## src/rtl/cwb_pkg.sv

```systemverilog
package cwb_pkg;
  localparam int CWB_DATA_W = 8;
  localparam int CWB_BANK_W = 4;

  typedef struct packed {
    logic win;
    logic ctl;
    logic wr;
    logic phi;
  } cwb_strobe_t;

  function automatic cwb_strobe_t cwb_decode(input logic win_n, input logic ctl_n,
                                             input logic rd_wr, input logic phi);
    cwb_strobe_t s;
    s.win = ~win_n;
    s.ctl = ~ctl_n;
    s.wr  = ~rd_wr;
    s.phi = phi;
    return s;
  endfunction
endpackage

```

## src/rtl/cwb_phase_det.sv

```systemverilog
module cwb_phase_det (
  input  logic clk,
  input  logic rst_n,
  input  logic phi,
  output logic phi_fall
);
  logic phi_q;

  always_ff @(posedge clk or negedge rst_n) begin
    if (!rst_n) phi_q <= 1'b0;
    else        phi_q <= phi;
  end

  assign phi_fall = phi_q & ~phi;

  // a detected fall is always preceded by a sampled high phase
  a_r2_fall_after_high: assert property (@(posedge clk) disable iff (!rst_n)
    phi_fall |-> $past(phi));
endmodule

```

## src/rtl/cwb_bank_reg.sv

```systemverilog
module cwb_bank_reg #(
  parameter int DATA_W   = cwb_pkg::CWB_DATA_W,
  parameter int BANK_W   = cwb_pkg::CWB_BANK_W,
  parameter int BANK_LSB = 0
) (
  input  logic              clk,
  input  logic              rst_n,
  input  cwb_pkg::cwb_strobe_t st,
  input  logic              phi_fall,
  input  logic [DATA_W-1:0] data,
  output logic [BANK_W-1:0] bank
);
  localparam int TOP_BIT = BANK_LSB + BANK_W - 1;

  logic [BANK_W-1:0] pend_q, pick;
  logic              pend_v;
  logic              take;

  generate
    for (genvar i = 0; i < BANK_W; i++) begin : g_pick
      assign pick[i] = data[BANK_LSB + i];
    end
  endgenerate

  assign take = st.phi & st.ctl & st.wr;

  always_ff @(posedge clk or negedge rst_n) begin
    if (!rst_n) begin
      pend_q <= '0;
      pend_v <= 1'b0;
      bank   <= '0;
    end else begin
      if (take) begin
        pend_q <= pick;
        pend_v <= 1'b1;
      end else if (phi_fall) begin
        pend_v <= 1'b0;
      end
      if (phi_fall && pend_v) bank <= pend_q;
    end
  end

  // the bank moves only in the cycle after a fall with a pending load
  a_r7_bank_moves_on_fall: assert property (@(posedge clk) disable iff (!rst_n)
    (bank != $past(bank)) |-> $past(phi_fall && pend_v));
  // the committed value is the one captured from the data bus
  a_r3_commit_value: assert property (@(posedge clk) disable iff (!rst_n)
    (phi_fall && pend_v) |=> (bank == $past(pend_q)));
  // nothing is captured while the bus clock is low
  a_r5_no_capture_low: assert property (@(posedge clk) disable iff (!rst_n)
    !st.phi |=> $stable(pend_q));
  // a read in the control page never arms a load
  a_r4_read_no_arm: assert property (@(posedge clk) disable iff (!rst_n)
    (!pend_v && (!st.wr || !st.ctl)) |=> !pend_v);

  initial begin
    if (TOP_BIT >= DATA_W) $display("cwb_bank_reg: bank field exceeds data bus");
  end
endmodule

```

## src/rtl/cwb_we_gen.sv

```systemverilog
module cwb_we_gen (
  input  logic              clk,
  input  logic              rst_n,
  input  cwb_pkg::cwb_strobe_t st,
  output logic              we_n
);
  assign we_n = ~(st.win & st.wr & st.phi);

  // the strobe needs the window, a write and the high phase
  a_r6_we_needs_window: assert property (@(posedge clk) disable iff (!rst_n)
    !we_n |-> (st.win && st.wr && st.phi));
  // a control-page-only access never strobes the SRAM
  a_r6_ctl_no_we: assert property (@(posedge clk) disable iff (!rst_n)
    (st.ctl && !st.win) |-> we_n);
endmodule

```

## src/rtl/cwb_bank_ctrl.sv

```systemverilog
module cwb_bank_ctrl #(
  parameter int DATA_W   = cwb_pkg::CWB_DATA_W,
  parameter int BANK_W   = cwb_pkg::CWB_BANK_W,
  parameter int BANK_LSB = 0
) (
  input  logic              clk,
  input  logic              rst_n,
  input  logic              win_sel_n,
  input  logic              ctl_sel_n,
  input  logic              bus_rd_wr,
  input  logic              bus_clk,
  input  logic [DATA_W-1:0] bus_data,
  output logic [BANK_W-1:0] sram_addr_hi,
  output logic              sram_we_n
);
  cwb_pkg::cwb_strobe_t st;
  logic                 phi_fall;

  assign st = cwb_pkg::cwb_decode(win_sel_n, ctl_sel_n, bus_rd_wr, bus_clk);

  cwb_phase_det u_phase (
    .clk      (clk),
    .rst_n    (rst_n),
    .phi      (bus_clk),
    .phi_fall (phi_fall)
  );

  cwb_bank_reg #(.DATA_W(DATA_W), .BANK_W(BANK_W), .BANK_LSB(BANK_LSB)) u_bank (
    .clk      (clk),
    .rst_n    (rst_n),
    .st       (st),
    .phi_fall (phi_fall),
    .data     (bus_data),
    .bank     (sram_addr_hi)
  );

  cwb_we_gen u_we (
    .clk   (clk),
    .rst_n (rst_n),
    .st    (st),
    .we_n  (sram_we_n)
  );

  // the address holds steady whenever the bus clock stays high
  a_r7_hold_in_high: assert property (@(posedge clk) disable iff (!rst_n)
    ($past(bus_clk) && bus_clk) |=> $stable(sram_addr_hi));
endmodule

```

## config.mk

```make
export PLATFORM = sky130hd
export DESIGN_NAME = cwb_bank_ctrl
export DESIGN_NICKNAME = d
export VERILOG_FILES = /design/src/rtl/cwb_pkg.sv /design/src/rtl/cwb_phase_det.sv /design/src/rtl/cwb_bank_reg.sv /design/src/rtl/cwb_we_gen.sv /design/src/rtl/cwb_bank_ctrl.sv
export SDC_FILE = /design/constraint.sdc
export NUM_CORES = 1
export LEC_CHECK = 0
export BUFFER_PORTS_ARGS = -buffer_cell sky130_fd_sc_hd__buf_2
export CELL_PAD_IN_SITES_DETAIL_PLACEMENT = 2
export CELL_PAD_IN_SITES_GLOBAL_PLACEMENT = 2
export CORE_MARGIN = 2
export CORE_UTILIZATION = 24
export DETAILED_ROUTE_END_ITERATION = 6
export PLACE_DENSITY_LB_ADDON = 0.08
export SYNTH_ARGS = -nofsm -noshare
export SYNTH_HDL_FRONTEND = slang
export SYNTH_SLANG_ARGS = --single-unit
export TNS_END_PERCENT = 50
```

## constraint.sdc

```tcl
create_clock -name clk -period 1.1 [get_ports clk]
set_clock_uncertainty 0.2 [all_clocks]
set_input_delay 0.055 -clock clk [delete_from_list [all_inputs] [get_ports clk]]
set_output_delay 0.055 -clock clk [all_outputs]
set_load 0.02 [all_outputs]
```

Yosys cells after proc, flatten, opt, wreduce, memory -nomap -nowiden --
Index checks and enable logic that the tools add are counted. W data, S select, Z words.
Word-level totals: flip-flop bits (word level) 10, bits of input ports 14, output and inout port bits 5, word-level logic and storage cells 18
Cells by class: muxes and demuxes 2, bitwise operators 10, reductions and logical operators 2
Operators with widths (number):
- $and A1 B1 Y1 | 5
- $not A1 Y1 | 5
- $mux W1 | 2
- $reduce_bool A2 Y1 | 1
- $logic_and A1 B1 Y1 | 1

Longest topological paths before layout --
Gate-level depths: netlist of the first run.
depth in word-level cells 4, mapped depth 2, depth with buffers taken out 2

By module --
Synthesis of the first run repeated with hierarchy kept, for this count alone.
Second synthesis, totals: cells, all modules 27, area total of the unflattened synthesis 392.9 um^2
Modules (own cells, without submodules):
- cwb_bank_reg | times used 1, cells each 21, area each 337.8 um^2, seq. area each 225.2 um^2
- cwb_phase_det | times used 1, cells each 2, area each 38.8 um^2, seq. area each 25.0 um^2
- cwb_bank_ctrl | times used 1, cells each 3, area each 11.3 um^2, seq. area each 0.0 um^2
- cwb_we_gen | times used 1, cells each 1, area each 5.0 um^2, seq. area each 0.0 um^2

Least setup slack after synthesis of the first run --
OpenSTA, ideal clock, no wires.
path type reg-to-reg, start point reg u_phase.phi_q, end point reg u_bank.bank[0], library setup time 0.125 ns, arrival 0.844 ns, required time 0.775 ns, slack -0.069 ns, stages on the path, launching flop included 3, buffers on the path 0, period minus slack after synthesis 1.169 ns, path through dfrtp_1 -> nand3b_1 -> mux2_2
Between the ends: longest elaborated chain between the ends 2
Ends and longest elaborated chain:
- start: declaration | line cwb_phase_det.sv:7 | logic phi_q;
- start signal: assignment | line cwb_phase_det.sv:11 | else phi_q <= phi;
- $and A1 B1 Y1 | line cwb_phase_det.sv:14 | assign phi_fall = phi_q & ~phi;
- $logic_and A1 B1 Y1 | line cwb_bank_reg.sv:39 | if (phi_fall && pend_v) bank <= pend_q;
- end signal: assignment | line cwb_bank_reg.sv:39
- end: declaration | line cwb_bank_reg.sv:11 | output logic [BANK_W-1:0] bank
Every way passes these cells. A chain may end at the register's enable or synchronous reset.

Worst setup path after layout of the first run --
start point reg u_phase.phi_q, end point reg u_bank.bank[1]
The elaborated chain is that of the path after synthesis.

==> summary.md, run 1 <==
| Metric | Value |
|---|---|
| Synth cell types | 7 |
| Post-Syn Instances | 23 |
| Syn Nets | 37 |
| Core Region | 1510 um^2 |
| Hold Path Depth | 3 |
| Hold Fails Final Rpt | 15 |
| Worst slew pin tran | 0.336 ns |
| DRT iter0 DRCs | 0 |
| Gr ovfl total | 0 |
| Hold endpoint | u_bank.pend_v |
| Synthesized area | 389 um^2 |
| Number of global-route vias before repair | 361 |
| Leak | 0.314 nW |
| CP endpoint kind | flip-flop |
| Share of layout cells above drive strength 1 | 62.7% |
| Final ANT Viol Nets | 0 |
| Mean Syn Cell Area | 16.9 um^2 |
| Period utilization | 113% |
| Remaining DRCs | 0 |
| Clock buffer depth | 2 |
| Num rows | 14 |
| Reg-to-Reg Start | u_phase.phi_q |
| CTS Buf Count | 3 |
| # diodes | 0 |
| Pwr dens | 1930 nW/um^2 |
| Die height | 44.3 um |
| RSZ-0062 raised after global routing | yes |
| Top Ports | 19 |
| Max_cap viols | 0 |
| Final count of negative-setup-slack endpoints | 4 |
| Dpl ws | -0.182 ns |
| Pre-Repair DR Iteration Count | 1 |
| Drt via density | 4.46 |
| Register area share after synthesis | 64.3% |
| Die Wd | 44.3 um |
| Most frequent cells in the layout | 14 x buf_2, 10 x dfrtp_1, 6 x dlygate4sd3_1, 4 x mux2_4, 4 x mux2_2 |
| Peak VDD IR | 0.897 mV |
| Clk_lat worst skew | 0.27 ns |
| Hold_sp | ctl_sel_n |
| Routed len/inst | 15.1 um |
| Clock power share | 28.2% |
| Final setup TNS | -0.547 ns |
| Logic pwr share | 29.2% |
| First-pass GRT wire length | 1.70 mm |
| Synth Register Bits | 10 |
| DP HPWL | 658 um |
| Psw | 348 uW |
| Status | complete, but fails checks |
| Worst-path clk slew | 0.07 ns |
| Root Buffer Master | clkbuf_4 |
| Commonest non-fill, non-tap cell in the layout | buf_2 |
| RR Endpoint | u_bank.bank[1] |
| Total wire length | 1.01 mm |
| Crit path launch type | flip-flop |
| Final Max Tran Viols | 0 |
| Placer's final routability congestion estimate | 0.567 |
| FMAX | 808 MHz |
| CTS Hold Buffers Added | 6 |
| Nets | 66 |
| R2R depth | 3 |
| Die footprint | 1960 um^2 |
| PnR worst setup slack | -0.138 ns |
| Setup Crit Path Kind | flip-flop to flip-flop |
| Hold Path Class | primary input to flip-flop |
| Fin Hold WS | -0.0594 ns |
| Violated checks | negative hold slack, negative setup slack |
| GRT Resource Usage Total | 13.5% |
| P&R area growth vs syn | 60.5% |
| Synth warn | 0 |
| Via Count | 299 |
| Antenna violations before repair | 0 |
| CTS tree | built |
| WP data arrival | 1.20 ns |
| Starting Density | 25.8% |
| Sw Ratio | 28.9% |
| Tmin final | 1.24 ns |
| TritonCTS sink count | 10 |
| CP Data Required Time | 1.06 ns |
| CTS H-tree lvls | 1 |
| # port buffers | 14 |
| Flop-to-flop setup slack | -0.14 ns |
| Critical Path Fanout Max | 4 |
| Seq pwr share | 42.6% |
| Relative slew slack | 77.6% |
| Largest net degree at the start of global routing | 11 |
| Internal | 857 uW |
==> synthesized netlist by cell type <==
cell | n | share of area, %
dfrtp_1 | 10 | 64
mux2_2 | 8 | 23
a21o_1 | 1 | 1.9
nand2b_1 | 1 | 1.6
nand3b_1 | 1 | 1.9
nor3b_4 | 1 | 4.8
or3b_2 | 1 | 2.3
==> area by class of cell <==
cell class	count	area, um^2
Fill cell	153	882
Sequential cell	10	250
Timing Repair Buffer	24	164
Multi-Input combinational cell	13	154
Clock buffer	4	36.3
Tap cell	16	20.0
==> how the worst max path moves through the flow <==
stage                      to  cells past startpoint           from  slack (ns)
4_1_cts        u_bank.bank[0]                      3  u_phase.phi_q       -0.12
5_1_grt        u_bank.bank[1]                      3  u_phase.phi_q       -0.18
3_3_place_gp   u_bank.bank[3]                      2  u_phase.phi_q       -0.13
6_report       u_bank.bank[1]                      3  u_phase.phi_q       -0.14
3_5_place_dp   u_bank.bank[0]                      2  u_bank.pend_v       -0.18
2_1_floorplan  u_bank.bank[0]                      2  u_phase.phi_q       -0.07
==> stage by stage <==
step / utilization (%) / area (um^2) / hold slack (ns) / power [mW] / std cells
CTS: 40.9 / 617 / -0.0558 / 1.22 / 66
global placement: 32.3 / 487 / -0.282 / 0.789 / 54
detailed placement: 32.3 / 487 / -0.276 / 0.807 / 54
global route: 41.4 / 624 / -0.0573 / 1.28 / 67
floorplan: - / 389 / -0.441 / 0.684 / 23
finish: 41.4 / 624 / -0.0594 / 1.20 / 67
==> state kept, by name, indices dropped and copies added, names as in the netlist <==
name           count
u_bank.bank        4
u_bank.pend_q      4
u_bank.pend_v      1
u_phase.phi_q      1
==> power by group through the flow <==
stage / logic (mW) / clock network (mW) / registers, mW
finish: 0.352 / 0.340 / 0.512
global route: 0.378 / 0.375 / 0.526
CTS: 0.357 / 0.349 / 0.512
detailed placement: 0.290 / 0 / 0.517
global placement: 0.278 / 0 / 0.511
floorplan: 0.0968 / 0 / 0.587
==> routing by layer <==
| metal | GRT usage, % | up-vias | wire length, um |
|---|---|---|---|
| li1 | - | 137 | - |
| met4 | 10.9 | 0 | 26 |
| met2 | 22.6 | 12 | 576 |
| met1 | 13.2 | 146 | 352 |
| met5 | 0 | - | 0 |
| met3 | 4.90 | 4 | 58 |
==> cells by family (layout without fill, tap and decap cells) <==
kind of cell / Yosys count / after routing / synth area share, %
DFF: 10 / 10 / 64.3
muxes: 8 / 8 / 23.2
and+or+nand+nor: 4 / 4 / 10.6
AOI/OAI and AO/OA: 1 / 1 / 1.93
buffers and inverters: 0 / 28 / 0
==> critical path: stages (launching register included) <==
cell	delay, ns
dfrtp_1	0.39
nand3b_1	0.11
buf_6	0.14
mux2_4	0.29
==> timing repair <==
item                       in CTS  in global routing
pin swaps                       1                  1
buffers inserted                2                  1
setup endpoints to repair       4                  7
resized for setup               5                  0
hold endpoints to repair       16                 10
No activity file was read; power rests on OpenSTA's default activity.
==> inputs of run 2 (changes only) <==
--- a/config.mk
+++ b/config.mk
@@ -6,10 +6,8 @@
 export NUM_CORES = 1
 export LEC_CHECK = 0
 export BUFFER_PORTS_ARGS = -buffer_cell sky130_fd_sc_hd__buf_2
-export CELL_PAD_IN_SITES_DETAIL_PLACEMENT = 2
-export CELL_PAD_IN_SITES_GLOBAL_PLACEMENT = 2
 export CORE_MARGIN = 2
-export CORE_UTILIZATION = 24
+export CORE_UTILIZATION = 30
 export DETAILED_ROUTE_END_ITERATION = 6
 export PLACE_DENSITY_LB_ADDON = 0.08
 export SYNTH_ARGS = -nofsm -noshare
==> run 2 against run 1 <==
Net effect: the flow still finishes with violations (negative hold slack, negative setup slack); clock power shrank 31%; cell count shrank 6.0%; global-route usage shrank 3.2 points; via count shrank 3.7%; sequential cell count is the same; largest cell class unchanged; highest routed layer is now met3.
==> summary.md, run 2 (synthesis results as in run 1) <==
| Metric | Value |
|---|---|
| Final Max Tran Viols | 0 |
| P&R area growth vs syn | 53.4% |
| Setup Crit Path Kind | flip-flop to flip-flop |
| Total power | 1.08 mW |
| Die height | 40.0 um |
| Number of global-route vias before repair | 263 |
| Psw | 306 uW |
| TritonCTS sink count | 10 |
| Critical Path Fanout Max | 2 |
| Pre-Repair DR Iteration Count | 3 |
| Hold Path Class | primary input to flip-flop |
| Regs by FF count | u_bank.bank (4), u_bank.pend_q (4) |
| Share of layout cells above drive strength 1 | 61.2% |
| Drt via density | 4.57 |
| Final count of negative-setup-slack endpoints | 4 |
| Core Region | 1160 um^2 |
| PnR worst setup slack | -0.129 ns |
| Die Wd | 40.0 um |
| Die footprint | 1600 um^2 |
| Number of standard cells in the final layout excluding fillers | 63 |
| Worst-path clk slew | 0.06 ns |
| # diodes | 0 |
| Post-DP Area | 484 um^2 |
| Antenna violations before repair | 0 |
| Final core occ | 51.6% |
| CP Data Required Time | 1.04 ns |
| Via Count | 288 |
| Routed len/inst | 11.2 um |
| CTS H-tree lvls | 1 |
| Remaining DRCs | 0 |
| First-pass GRT wire length | 1.08 mm |
| Placed cells | 52 |
| Pwr dens | 1810 nW/um^2 |
| Clock buffer depth | 2 |
| Nets | 65 |
| Num rows | 12 |
| Tmin final | 1.23 ns |
| Final setup TNS | -0.494 ns |
| Final ANT Viol Nets | 0 |
| Fin Hold WS | -0.0549 ns |
| Max_cap viols | 0 |
| Starting Density | 33.7% |
| Total wire length | 703 um |
| FMAX | 814 MHz |
| RSZ-0062 raised after global routing | yes |
| Gr ovfl total | 0 |
| Post-route design area | 597 um^2 |
| WP data arrival | 1.17 ns |
| Status | complete, but fails checks |
| Hold Fails Final Rpt | 11 |
| Violated checks | negative hold slack, negative setup slack |
| Commonest non-fill, non-tap cell in the layout | buf_2 |
| Logic pwr share | 31.1% |
| GRT Resource Usage Total | 10.2% |
| Top Ports | 19 |
| Largest net degree at the start of global routing | 11 |
| DRT iter0 DRCs | 1 |
| Relative slew slack | 79.8% |
| Dpl ws | -0.150 ns |
| Period utilization | 112% |
| Peak VDD IR | 0.780 mV |
| Crit path launch type | flip-flop |
| CTS Buf Count | 3 |
| Sw Ratio | 28.3% |
| Internal | 775 uW |
| CP endpoint kind | flip-flop |
| Leak | 0.299 nW |
| CTS tree | built |
| CTS Hold Buffers Added | 6 |
| Most frequent cells in the layout | 14 x buf_2, 10 x dfrtp_1, 6 x dlygate4sd3_1, 4 x mux2_4, 4 x mux2_2 |
| Placer's final routability congestion estimate | 0.653 |
| # port buffers | 14 |
| Clk_lat worst skew | 0.25 ns |
| Clock power share | 21.8% |
| Root Buffer Master | clkbuf_4 |
| Worst slew pin tran | 0.303 ns |
| Seq pwr share | 47.2% |
[run 2: layout make-up]
| type | count | area, um^2 |
|---|---|---|
| Fill cell | 100 | 559 |
| Clock buffer | 3 | 22.5 |
| Tap cell | 14 | 17.5 |
| Multi-Input combinational cell | 13 | 154 |
| Timing Repair Buffer | 23 | 153 |
| Sequential cell | 10 | 250 |
[run 2: metal layers]
metal  global-route usage, %  share of wire (%)  vias up
li1                        -                  -      134
met1                    13.5                 47      146
met2                    16.1                 47        8
met3                    1.67                5.8        0
met4                    5.17                  0        0
met5                       0                  0        -
[run 2: worst paths after layout]
| path | start | cells past startpoint | slack, ns | to |
|---|---|---|---|---|
| worst max-delay path | u_bank.pend_v | 3 | -0.13 | u_bank.bank[2] |
| worst min-delay path | ctl_sel_n | 3 | -0.05 | u_bank.pend_v |
| worst max register to register | u_bank.pend_v | 3 | -0.13 | u_bank.bank[2] |
| worst min register to register | u_bank.pend_v | 1 | 0.29 | u_bank.pend_v |
| max in group asynchronous | rst_n | 2 | 0.53 | u_bank.bank[1] |
| min in group asynchronous | rst_n | 2 | -0.02 | u_bank.pend_v |
[run 2: power groups by stage]
| stage | sequential (mW) | clock (mW) | combinational, mW |
|---|---|---|---|
| floorplan | 0.587 | 0 | 0.0968 |
| global placement | 0.510 | 0 | 0.278 |
| detailed placement | 0.512 | 0 | 0.281 |
| CTS | 0.510 | 0.240 | 0.342 |
| global route | 0.522 | 0.253 | 0.365 |
| finish | 0.510 | 0.235 | 0.336 |
[run 2: repair_timing]
item	CTS	global route
gates cloned	0	0
pin swaps	1	1
setup buffers	2	0
resized for setup	4	0
setup endpoints to repair	4	4
endpoints found under the hold margin	16	1
[run 2: worst max-delay path, cell delays in order, from the launching register on]
cell and delay [ns]:
dfrtp_1 0.38, nand3b_1 0.11, buf_4 0.14, mux2_4 0.29
